## src/rtl/pcb_pkg.sv

```systemverilog
package pcb_pkg;
  typedef enum logic [1:0] {
    K_SEQ = 2'd0,
    K_BZ  = 2'd1,
    K_BNZ = 2'd2,
    K_JMP = 2'd3
  } flow_kind_e;
endpackage

```

## src/rtl/pcb_decode.sv

```systemverilog
module pcb_decode
  import pcb_pkg::*;
#(
  parameter int XLEN = 32,
  parameter int OP_W = 6,
  parameter int IDX_W = 5,
  parameter int OFF_W = 16,
  parameter logic [OP_W-1:0] OP_BZ  = 6'b011100,
  parameter logic [OP_W-1:0] OP_BNZ = 6'b011101,
  parameter logic [OP_W-1:0] OP_JMP = 6'b011011
) (
  input  logic [XLEN-1:0]  word,
  output flow_kind_e       kind,
  output logic [IDX_W-1:0] rc_idx,
  output logic [OFF_W-1:0] offset
);
  localparam int OP_LSB = XLEN - OP_W;
  localparam int RC_LSB = OP_LSB - IDX_W;

  logic [OP_W-1:0] opcode;

  assign opcode = word[OP_LSB +: OP_W];
  assign rc_idx = word[RC_LSB +: IDX_W];
  assign offset = word[OFF_W-1:0];

  always_comb begin
    if (opcode == OP_BZ)       kind = K_BZ;
    else if (opcode == OP_BNZ) kind = K_BNZ;
    else if (opcode == OP_JMP) kind = K_JMP;
    else                       kind = K_SEQ;
  end
endmodule

```

## src/rtl/pcb_target.sv

```systemverilog
module pcb_target
  import pcb_pkg::*;
#(
  parameter int XLEN = 32,
  parameter int OFF_W = 16,
  parameter int ALIGN_W = 2
) (
  input  flow_kind_e       kind,
  input  logic [XLEN-1:0]  cur_pc,
  input  logic [XLEN-1:0]  ra_val,
  input  logic [OFF_W-1:0] offset,
  output logic [XLEN-1:0]  seq_pc,
  output logic [XLEN-1:0]  tgt_pc
);
  localparam int EXT_W = XLEN - OFF_W - ALIGN_W;
  localparam logic [XLEN-1:0] STEP = XLEN'(1) << ALIGN_W;

  logic [XLEN-1:0] disp;
  logic [XLEN-1:0] rel_pc;
  logic [XLEN-1:0] ind_pc;
  logic            ra_zero;
  logic            taken;

  assign seq_pc  = cur_pc + STEP;
  assign disp    = {{EXT_W{offset[OFF_W-1]}}, offset, {ALIGN_W{1'b0}}};
  assign rel_pc  = seq_pc + disp;
  assign ind_pc  = {ra_val[XLEN-1:ALIGN_W], {ALIGN_W{1'b0}}};
  assign ra_zero = (ra_val == '0);

  always_comb begin
    unique case (kind)
      K_BZ:    taken = ra_zero;
      K_BNZ:   taken = !ra_zero;
      default: taken = 1'b0;
    endcase
  end

  always_comb begin
    if (kind == K_JMP) tgt_pc = ind_pc;
    else if (taken)    tgt_pc = rel_pc;
    else               tgt_pc = seq_pc;
  end
endmodule

```

## src/rtl/pcb_link.sv

```systemverilog
module pcb_link
  import pcb_pkg::*;
#(
  parameter int XLEN = 32,
  parameter int IDX_W = 5
) (
  input  logic             accept,
  input  flow_kind_e       kind,
  input  logic [IDX_W-1:0] rc_idx,
  input  logic [XLEN-1:0]  ret_addr,
  output logic             we,
  output logic [IDX_W-1:0] idx,
  output logic [XLEN-1:0]  data
);
  localparam logic [IDX_W-1:0] SINK_REG = '1;

  assign idx  = rc_idx;
  assign data = ret_addr;
  assign we   = accept && (kind != K_SEQ) && (rc_idx != SINK_REG);
endmodule

```

## src/rtl/pcb_branch_unit.sv

```systemverilog
module pcb_branch_unit
  import pcb_pkg::*;
#(
  parameter int XLEN = 32,
  parameter int OP_W = 6,
  parameter int IDX_W = 5,
  parameter int OFF_W = 16,
  parameter logic [OP_W-1:0] OP_BZ  = 6'b011100,
  parameter logic [OP_W-1:0] OP_BNZ = 6'b011101,
  parameter logic [OP_W-1:0] OP_JMP = 6'b011011
) (
  input  logic             clk,
  input  logic             rst_n,
  input  logic             inst_valid,
  output logic             inst_ready,
  input  logic [XLEN-1:0]  inst_word,
  input  logic [XLEN-1:0]  ra_value,
  output logic [XLEN-1:0]  pc,
  output logic [XLEN-1:0]  next_pc,
  output logic             link_we,
  output logic [IDX_W-1:0] link_idx,
  output logic [XLEN-1:0]  link_data
);
  localparam int OP_LSB = XLEN - OP_W;
  localparam int RC_LSB = OP_LSB - IDX_W;
  localparam logic [IDX_W-1:0] SINK_REG = '1;

  flow_kind_e       kind;
  logic [IDX_W-1:0] rc_idx;
  logic [OFF_W-1:0] offset;
  logic [XLEN-1:0]  seq_pc;
  logic [XLEN-1:0]  tgt_pc;
  logic [XLEN-1:0]  pc_q;
  logic             ready_q;
  logic             accept;

  assign accept     = inst_valid && ready_q;
  assign inst_ready = ready_q;
  assign pc         = pc_q;
  assign next_pc    = tgt_pc;

  pcb_decode #(
    .XLEN(XLEN), .OP_W(OP_W), .IDX_W(IDX_W), .OFF_W(OFF_W),
    .OP_BZ(OP_BZ), .OP_BNZ(OP_BNZ), .OP_JMP(OP_JMP)
  ) u_dec (
    .word(inst_word), .kind(kind), .rc_idx(rc_idx), .offset(offset)
  );

  pcb_target #(.XLEN(XLEN), .OFF_W(OFF_W), .ALIGN_W(2)) u_tgt (
    .kind(kind), .cur_pc(pc_q), .ra_val(ra_value), .offset(offset),
    .seq_pc(seq_pc), .tgt_pc(tgt_pc)
  );

  pcb_link #(.XLEN(XLEN), .IDX_W(IDX_W)) u_lnk (
    .accept(accept), .kind(kind), .rc_idx(rc_idx), .ret_addr(seq_pc),
    .we(link_we), .idx(link_idx), .data(link_data)
  );

  always_ff @(posedge clk) begin
    if (!rst_n) begin
      pc_q    <= '0;
      ready_q <= 1'b0;
    end else begin
      ready_q <= 1'b1;
      if (accept) pc_q <= tgt_pc;
    end
  end

  logic [OP_W-1:0] op_in;
  logic            is_ctl;
  assign op_in  = inst_word[OP_LSB +: OP_W];
  assign is_ctl = (op_in == OP_BZ) || (op_in == OP_BNZ) || (op_in == OP_JMP);

  a_r2_hold: assert property (@(posedge clk) disable iff (!rst_n)
    !inst_valid |=> $stable(pc));

  a_r2_no_link: assert property (@(posedge clk) disable iff (!rst_n)
    !inst_valid |-> !link_we);

  a_r3_step: assert property (@(posedge clk) disable iff (!rst_n)
    (accept && !is_ctl) |=> (pc == $past(pc) + XLEN'(4)));

  a_r6_not_taken: assert property (@(posedge clk) disable iff (!rst_n)
    (accept && op_in == OP_BZ && ra_value != '0) |=> (pc == $past(pc) + XLEN'(4)));

  a_r7_link: assert property (@(posedge clk) disable iff (!rst_n)
    (accept && is_ctl && inst_word[RC_LSB +: IDX_W] != SINK_REG)
      |-> (link_we && link_data == pc + XLEN'(4)));

  a_r9_sink: assert property (@(posedge clk) disable iff (!rst_n)
    link_we |-> (link_idx != SINK_REG));

  a_r10_aligned: assert property (@(posedge clk) disable iff (!rst_n)
    pc[1:0] == 2'b00);
endmodule

```

## config.mk

```make
export PLATFORM = sky130hd
export DESIGN_NAME = pcb_branch_unit
export DESIGN_NICKNAME = d
export VERILOG_FILES = /design/src/rtl/pcb_pkg.sv /design/src/rtl/pcb_decode.sv /design/src/rtl/pcb_target.sv /design/src/rtl/pcb_link.sv /design/src/rtl/pcb_branch_unit.sv
export SDC_FILE = /design/constraint.sdc
export NUM_CORES = 1
export LEC_CHECK = 0
export BUFFER_PORTS_ARGS = -buffer_cell sky130_fd_sc_hd__clkbuf_2
export CORE_MARGIN = 2
export CORE_UTILIZATION = 52
export CTS_CLUSTER_SIZE = 28
export DETAILED_ROUTE_END_ITERATION = 8
export GPL_TIMING_DRIVEN = 0
export PLACE_DENSITY = 0.8
export SETUP_SLACK_MARGIN = 0.15
export SYNTH_ARGS = -nofsm -noshare
export SYNTH_HDL_FRONTEND = slang
export SYNTH_HIERARCHICAL = 1
export SYNTH_SLANG_ARGS = --single-unit
export TNS_END_PERCENT = 20
```

## constraint.sdc

```tcl
create_clock -name clk -period 5.3 [get_ports clk]
set_input_delay 1.06 -clock clk [delete_from_list [all_inputs] [get_ports clk]]
set_output_delay 1.06 -clock clk [all_outputs]
set_load 0.02 [all_outputs]
```

==> key figures, run 1 <==
Critical path
  – Crit path max fanout: 8
  – Critical Path, Cell by Cell: nand4_2 > nor4_4 > buf_4 > nand3_1 > xnor2_2 > ha_1 > a21o_1 > a21oi_1 > o21ai_0 > and2_1 > nand3_1 > nand2_1 > xor2_1 > mux2i_1 > a21oi_1 > clkbuf_2
  – Max incr delay on CP: 0.41 ns
  – Arrival time worst endpoint: 4.00 ns
  – Critical Path RT: 4.24 ns
  – Kind of start point of the critical path: register
  – Type of the setup path with the least slack: register to output port
  – Slowest library cell on the worst path: dfxtp_4
  – Worst setup EP type: output port

Synth
  – Yosys warning count: 6
  – Portion of synthesized cell area occupied by the leading cell type: 13.8%
  – Predominant post-synthesis flop cell: dfxtp_1
  – Gate count of the mapped netlist: 662
  – Adder-cell share of the synthesized area: 9.82%
  – Number of synthesized register bits: 33
  – Average instance area after synthesis: 7.24 sq um
  – Area contributors post-synth: dfxtp_1 (14%), buf_4 (9.4%), ha_1 (9.4%), nand2_1 (7.4%), nand4_1 (5.6%)
  – List of most frequent post-synthesis cells: nand2_1 (94), buf_4 (60), nor2_1 (48), a21oi_1 (44), nand4_1 (43)
  – Synth Net Count: 766
  – Share of synthesized cell area in and, or, nand and nor gates: 28.4%
  – Number of distinct library cells after synthesis: 55
  – Post-synth ARST share: 0%
  – Netlist area before placement: 0.00479 sq mm
  – Seq/Total Area, Yosys: 13.8%
  – Synthesized-area fraction occupied by xor and xnor cells: 9.17%
  – Count of flip-flops with a built-in enable after synthesis: 0
  – Area leader, netlist: dfxtp_1
  – Mux contribution to synthesized area: 1.49%
  – Synth Area in Compound Gates: 23.8%
  – Dominant combinational cell family by area after synthesis: simple AND/OR/NAND/NOR gates
  – Most numerous cell in the Yosys netlist: nand2_1

Global route
  – Vias in the first global route: 4999
  – Pin count of the biggest net entering global routing: 23
  – GRT Overall Usage: 32.1%
  – Wire length of the first global-routing pass: 25500 microns
  – Total grt overflow: 0
  – Initial antenna violation count: 0

Floorplanning
  – Rows: 35
  – Placeable core area: 0.00911 sq mm
  – Total I/O pin count: 170
  – Die area: 0.0100 sq mm
  – Width of the die: 100 microns
  – Die span in y: 100 microns
  – Starting utilization of the core area: 52.6%

Place
  – RePlAce Congestion: 1.01
  – I/O Buffers: 142
  – Standard cell area after detailed placement: 0.00564 sq mm
  – Sum of net half-perimeters after detailed placement: 13500 microns
  – Post-Place Setup Slack: -0.0276 ns
  – Total instance count after detailed placement: 915

CTS
  – Maximum buffer depth of the clock tree: 2
  – Hold-fix buffers, CTS: 0
  – Skew-Pair Late Insertion Delay: 0.29 ns
  – Clk sink count: 33
  – Number of H-tree levels: 2
  – Clock input transition at the sequential cells of the worst setup and hold paths: 0.07 ns
  – CTS tree: yes
  – Number of clock buffers inserted by TritonCTS: 5
  – Cell chosen for the clock root: clkbuf_8

Timing
  – Unrepaired setup endpoints after global routing: yes
  – Slew @ Worst Pin: 0.720 ns
  – Minimum period implied by the final worst setup slack: 5.06 ns
  – Tightest slew margin relative to the limit: 52.0%
  – Worst hold slack across all endpoints: 0.495 ns
  – Slew Limit Fails: 0
  – Post-route clock period utilization: 95.5%
  – FMAX: 198 MHz
  – Setup ws final: 0.237 ns
  – Number of failing hold endpoints at the final stage: 0
  – Final clock skew: 0.00451 ns
  – Number of setup violations in the final report: 0

Pwr
  – Max rail drop VDD: 0.000167 V
  – Tot Pwr: 0.655 mW
  – Lkg Pwr: 3.02 nW
  – Power density cells: 107 mW/mm^2

Route
  – Vias per cell: 6.10
  – Count of antenna-violating nets left after detailed routing: 0
  – Routed vias: 5685
  – Number of DRC violations after detailed-routing iteration 0: 502
  – Detailed-route wire length: 17000 microns
  – Number of optimization iterations in the first detailed-route pass: 5
  – WL per Instance: 18.2 microns
  – Remaining design rule violation count: 0

Finish
  – Number of antenna diodes: 0
  – Synth-to-Final Area Change: 27.4%
  – Filler cell count in the final layout: 822
  – Cell area after layout: 0.00611 sq mm
  – Number of nets in the final layout: 924
  – Final Instance Count excl. Fillers: 932
  – Fraction of final layout cells with drive strength greater than 1: 40.0%

Min path
  – Path class of the lowest-slack min-delay path: register to register

Outcome
  – Outcome: completed

Flow run
  – Max-capacitance violation count: 0
[logic make-up after synthesis]
group           count (synthesis)
simple gates                  266
fa+ha+maj                      37
buf+inv                       100
xor+xnor                       48
compound gates                171
flops                          33
mux                             7
[worst max-delay path, delay by kind of cell, from the launching register on]
family / cells / cell delay [ns]
and+or+nand+nor: 6 / 1.07
AOI/OAI and AO/OA: 4 / 0.81
xor gates and xnor gates: 2 / 0.50
buffers and inverters: 2 / 0.42
DFF: 1 / 0.41
adders and majority gates: 1 / 0.37
muxes: 1 / 0.14
[registers in the layout, summed over array words and instances, names as in the netlist]
name and flops:
inst_ready 1, pc 32
[repair_timing]
item                                    in CTS  in global routing
cloned                                       0                  0
resized for setup                           28                 55
setup buffers                                4                  5
endpoints found under the setup margin      12                 16
pin swaps                                    6                 14
[path summary, 6_finish.rpt]
kind              startpoint     endpoint  slack [ns]  cells past startpoint
hold / removal         pc[1]        pc[1]        0.49                      2
setup reg to reg       pc[2]       pc[23]        1.43                     20
setup / recovery       pc[7]  next_pc[22]        0.24                     16
hold reg to reg        pc[1]        pc[1]        0.49                      2
[cells in the final DEF (no fill, tap or decap), drive strengths merged, types with 7 or more instances in the layout]
cell    count
clkbuf    165
nand2      94
buf        87
o21ai      51
nor2       48
nand4      45
a21oi      44
ha         36
dfxtp      33
xnor2      31
nand3      28
a21o       26
a31oi      21
xor2       17
nor4        9
and3        7
o21a        7
[area by class of cell]
type / instances / area (sq um) / share of cell area (%)
multi-input cells: 529 / 3760 / 61.5
repair buffers: 151 / 785 / 12.8
flip-flops and latches: 33 / 686 / 11.2
plain buffers: 95 / 638 / 10.5
well taps: 111 / 139 / 2.27
clock buffers: 6 / 72.6 / 1.19
inverters: 5 / 18.8 / 0.307
clock inverters: 2 / 10.0 / 0.164
[metal layers]
layer / global-route usage [%] / part of all wire (%)
met5: 0 / 0
met4: 11.9 / 3.6
met3: 3.62 / 8.5
met2: 51.0 / 46
met1: 44.9 / 42
[where the power goes]
part           switching, mW  internal, mW
clock                 0.0960        0.0909
sequential           0.00407         0.249
combinational          0.129        0.0858
total                  0.229         0.426
[through the flow]
stage	TNS [ns]	utilization [%]
global placement	0	61.9
finish	0	67.0
CTS	0	64.5
floorplan	0	-
global route	0	67.0
detailed placement	-0.0534	61.9
(Power assumes the default switching activity.)
==> run 2, diff against run 1 <==
CORE_ASPECT_RATIO = 1.5   (was default)
==> key figures, run 2 (synthesized netlist as in run 1, its figures left out) <==
Outcome
  – Outcome: completed

Route
  – Count of antenna-violating nets left after detailed routing: 0
  – Highest routing layer actually used: met4
  – Number of optimization iterations in the first detailed-route pass: 8
  – Routed vias: 5771
  – Met1 Wirelength: 6300 microns
  – Routed length on met2: 8250 microns
  – Remaining design rule violation count: 0
  – Detailed-route wire length: 17100 microns
  – Vias per cell: 6.24
  – Routed length on met3: 1480 microns
  – Number of DRC violations after detailed-routing iteration 0: 544
  – WL per Instance: 18.5 microns

Timing
  – Slew Limit Fails: 0
  – Final clock skew: 0.00238 ns
  – FMAX: 193 MHz
  – Number of failing hold endpoints at the final stage: 0
  – Slew @ Worst Pin: 0.812 ns
  – Minimum period implied by the final worst setup slack: 5.19 ns
  – Post-route clock period utilization: 97.8%
  – Tightest slew margin relative to the limit: 45.8%
  – Final setup TNS: 0 ns
  – Number of setup violations in the final report: 0
  – Unrepaired setup endpoints after global routing: yes

Critical path
  – Kind of start point of the critical path: register
  – Critical Path RT: 4.24 ns
  – Arrival time worst endpoint: 4.13 ns
  – Worst r2r path cells: 17
  – Crit path max fanout: 7
  – Worst reg2reg path startpoint: pc[14]
  – Worst setup EP type: output port
  – Type of the setup path with the least slack: register to output port
  – FF-to-FF setup slack: 1.31 ns
  – Reg2Reg Capture Point: pc[27]

Min path
  – Path class of the lowest-slack min-delay path: register to register
  – Startpoint of the lowest-slack hold path: pc[3]
  – Destination of the worst hold path: pc[3]
  – Instance count along the most critical hold path: 2

Pwr
  – Max rail drop VDD: 0.000134 V
  – Lkg Pwr: 3.02 nW
  – Power density cells: 124 mW/mm^2

Place
  – I/O Buffers: 142
  – Total instance count after detailed placement: 914
  – Sum of net half-perimeters after detailed placement: 13400 microns
  – RePlAce Congestion: 0.980

Floorplanning
  – Die span in y: 122 microns
  – Rows: 42
  – Total I/O pin count: 170
  – Placeable core area: 0.00888 sq mm
  – Die area: 0.0100 sq mm
  – Width of the die: 82.4 microns
  – Starting utilization of the core area: 53.9%

Global route
  – Total grt overflow: 0
  – GRT Overall Usage: 33.0%
  – Vias in the first global route: 5328
  – Pin count of the biggest net entering global routing: 23
  – Wire length of the first global-routing pass: 25700 microns
  – Initial antenna violation count: 0

CTS
  – Hold-fix buffers, CTS: 0
  – CTS tree: yes
  – Number of clock buffers inserted by TritonCTS: 5
  – Number of H-tree levels: 2
  – Cell chosen for the clock root: clkbuf_16
  – Maximum buffer depth of the clock tree: 2
  – Clock input transition at the sequential cells of the worst setup and hold paths: 0.05 ns
  – Skew-Pair Late Insertion Delay: 0.27 ns
  – Clk sink count: 33

Flow run
  – Max-capacitance violation count: 0

Finish
  – Synth-to-Final Area Change: 26.7%
  – Filler cell count in the final layout: 787
  – Final Instance Count excl. Fillers: 925
  – Number of antenna diodes: 0
  – Fraction of final layout cells with drive strength greater than 1: 38.3%
  – Commonest cells after routing, fill and taps aside: clkbuf_2 (144), nand2_1 (93), buf_4 (65)
  – Flip-flop count of the largest register, all copies and words added: 32
  – Commonest non-fill, non-tap cell in the layout: clkbuf_2
  – Number of nets in the final layout: 919
==> run 2: cell types whose count changed in the layout (fill, tap and decap cells not counted), moves of 4 or more <==
cell	delta
clkbuf_8	-4
clkbuf_16	+5
buf_4	-4
a21oi_1	+5
a21oi_2	-5
==> run 2: through the flow <==
stage	cell area (sq um)	hold slack, ns	setup slack (ns)	power [mW]	utilization, %
2_1_floorplan	4790	0.557	0.508	0.398	-
3_3_place_gp	5640	0.474	0.0227	0.458	63.5
3_5_place_dp	5640	0.493	-0.0297	0.462	63.5
4_1_cts	5860	0.499	0.0440	0.744	66.0
5_1_grt	6070	0.516	0.0406	0.780	68.3
6_report	6070	0.495	0.114	0.750	68.3
==> run 2: critical path: stages (launching register included) <==
cell      delay (ns)
dfxtp_1         0.45
and4_1          0.28
nand3_1         0.22
nor2b_4         0.20
nand3_1         0.15
xnor2_2         0.30
ha_2            0.39
a21o_1          0.18
a211oi_1        0.22
o21ai_0         0.14
a21oi_1         0.18
o21a_1          0.21
a21oi_2         0.08
o21ai_0         0.22
mux2i_1         0.25
o21a_1          0.20
clkbuf_2        0.19
==> run 2: power breakdown <==
group	total [mW]	internal, mW	switching [mW]
Combinational	0.212	0.0846	0.128
Sequential	0.255	0.251	0.00417
Clock	0.282	0.184	0.0981
==> run 2: how the worst max path moves through the flow <==
stage | start | end | slack (ns) | cells past startpoint
after floorplan | pc[2] | next_pc[23] | 0.51 | 17
after global placement | pc[2] | next_pc[27] | 0.02 | 15
after detailed placement | pc[2] | next_pc[27] | -0.03 | 18
after CTS | pc[3] | next_pc[27] | 0.04 | 17
after global routing | pc[3] | next_pc[29] | 0.04 | 16
final | pc[14] | next_pc[29] | 0.11 | 16
==> run 2: final cells by class <==
| type | instances | area [sq um] | share of cell area (%) |
|---|---|---|---|
| Tap cell | 110 | 138 | 2.27 |
| Sequential cell | 33 | 674 | 11.1 |
| Multi-Input combinational cell | 529 | 3710 | 61.1 |
| Inverter | 5 | 18.8 | 0.309 |
| Clock buffer | 7 | 143 | 2.35 |
| Timing Repair Buffer | 146 | 747 | 12.3 |
| Buffer | 95 | 642 | 10.6 |
==> run 2: per-layer routing <==
layer / track usage (%) / vias to the layer above
li1: - / 2647
met1: 39.4 / 2662
met2: 54.7 / 378
met3: 4.74 / 84
met4: 19.2 / 0
met5: 0 / -
==> run 2: what timing repair did <==
action	CTS	global route
hold endpoints to repair	0	0
resized for setup	17	52
buffers inserted	2	2
endpoints found under the setup margin	9	19
pin swaps	3	6
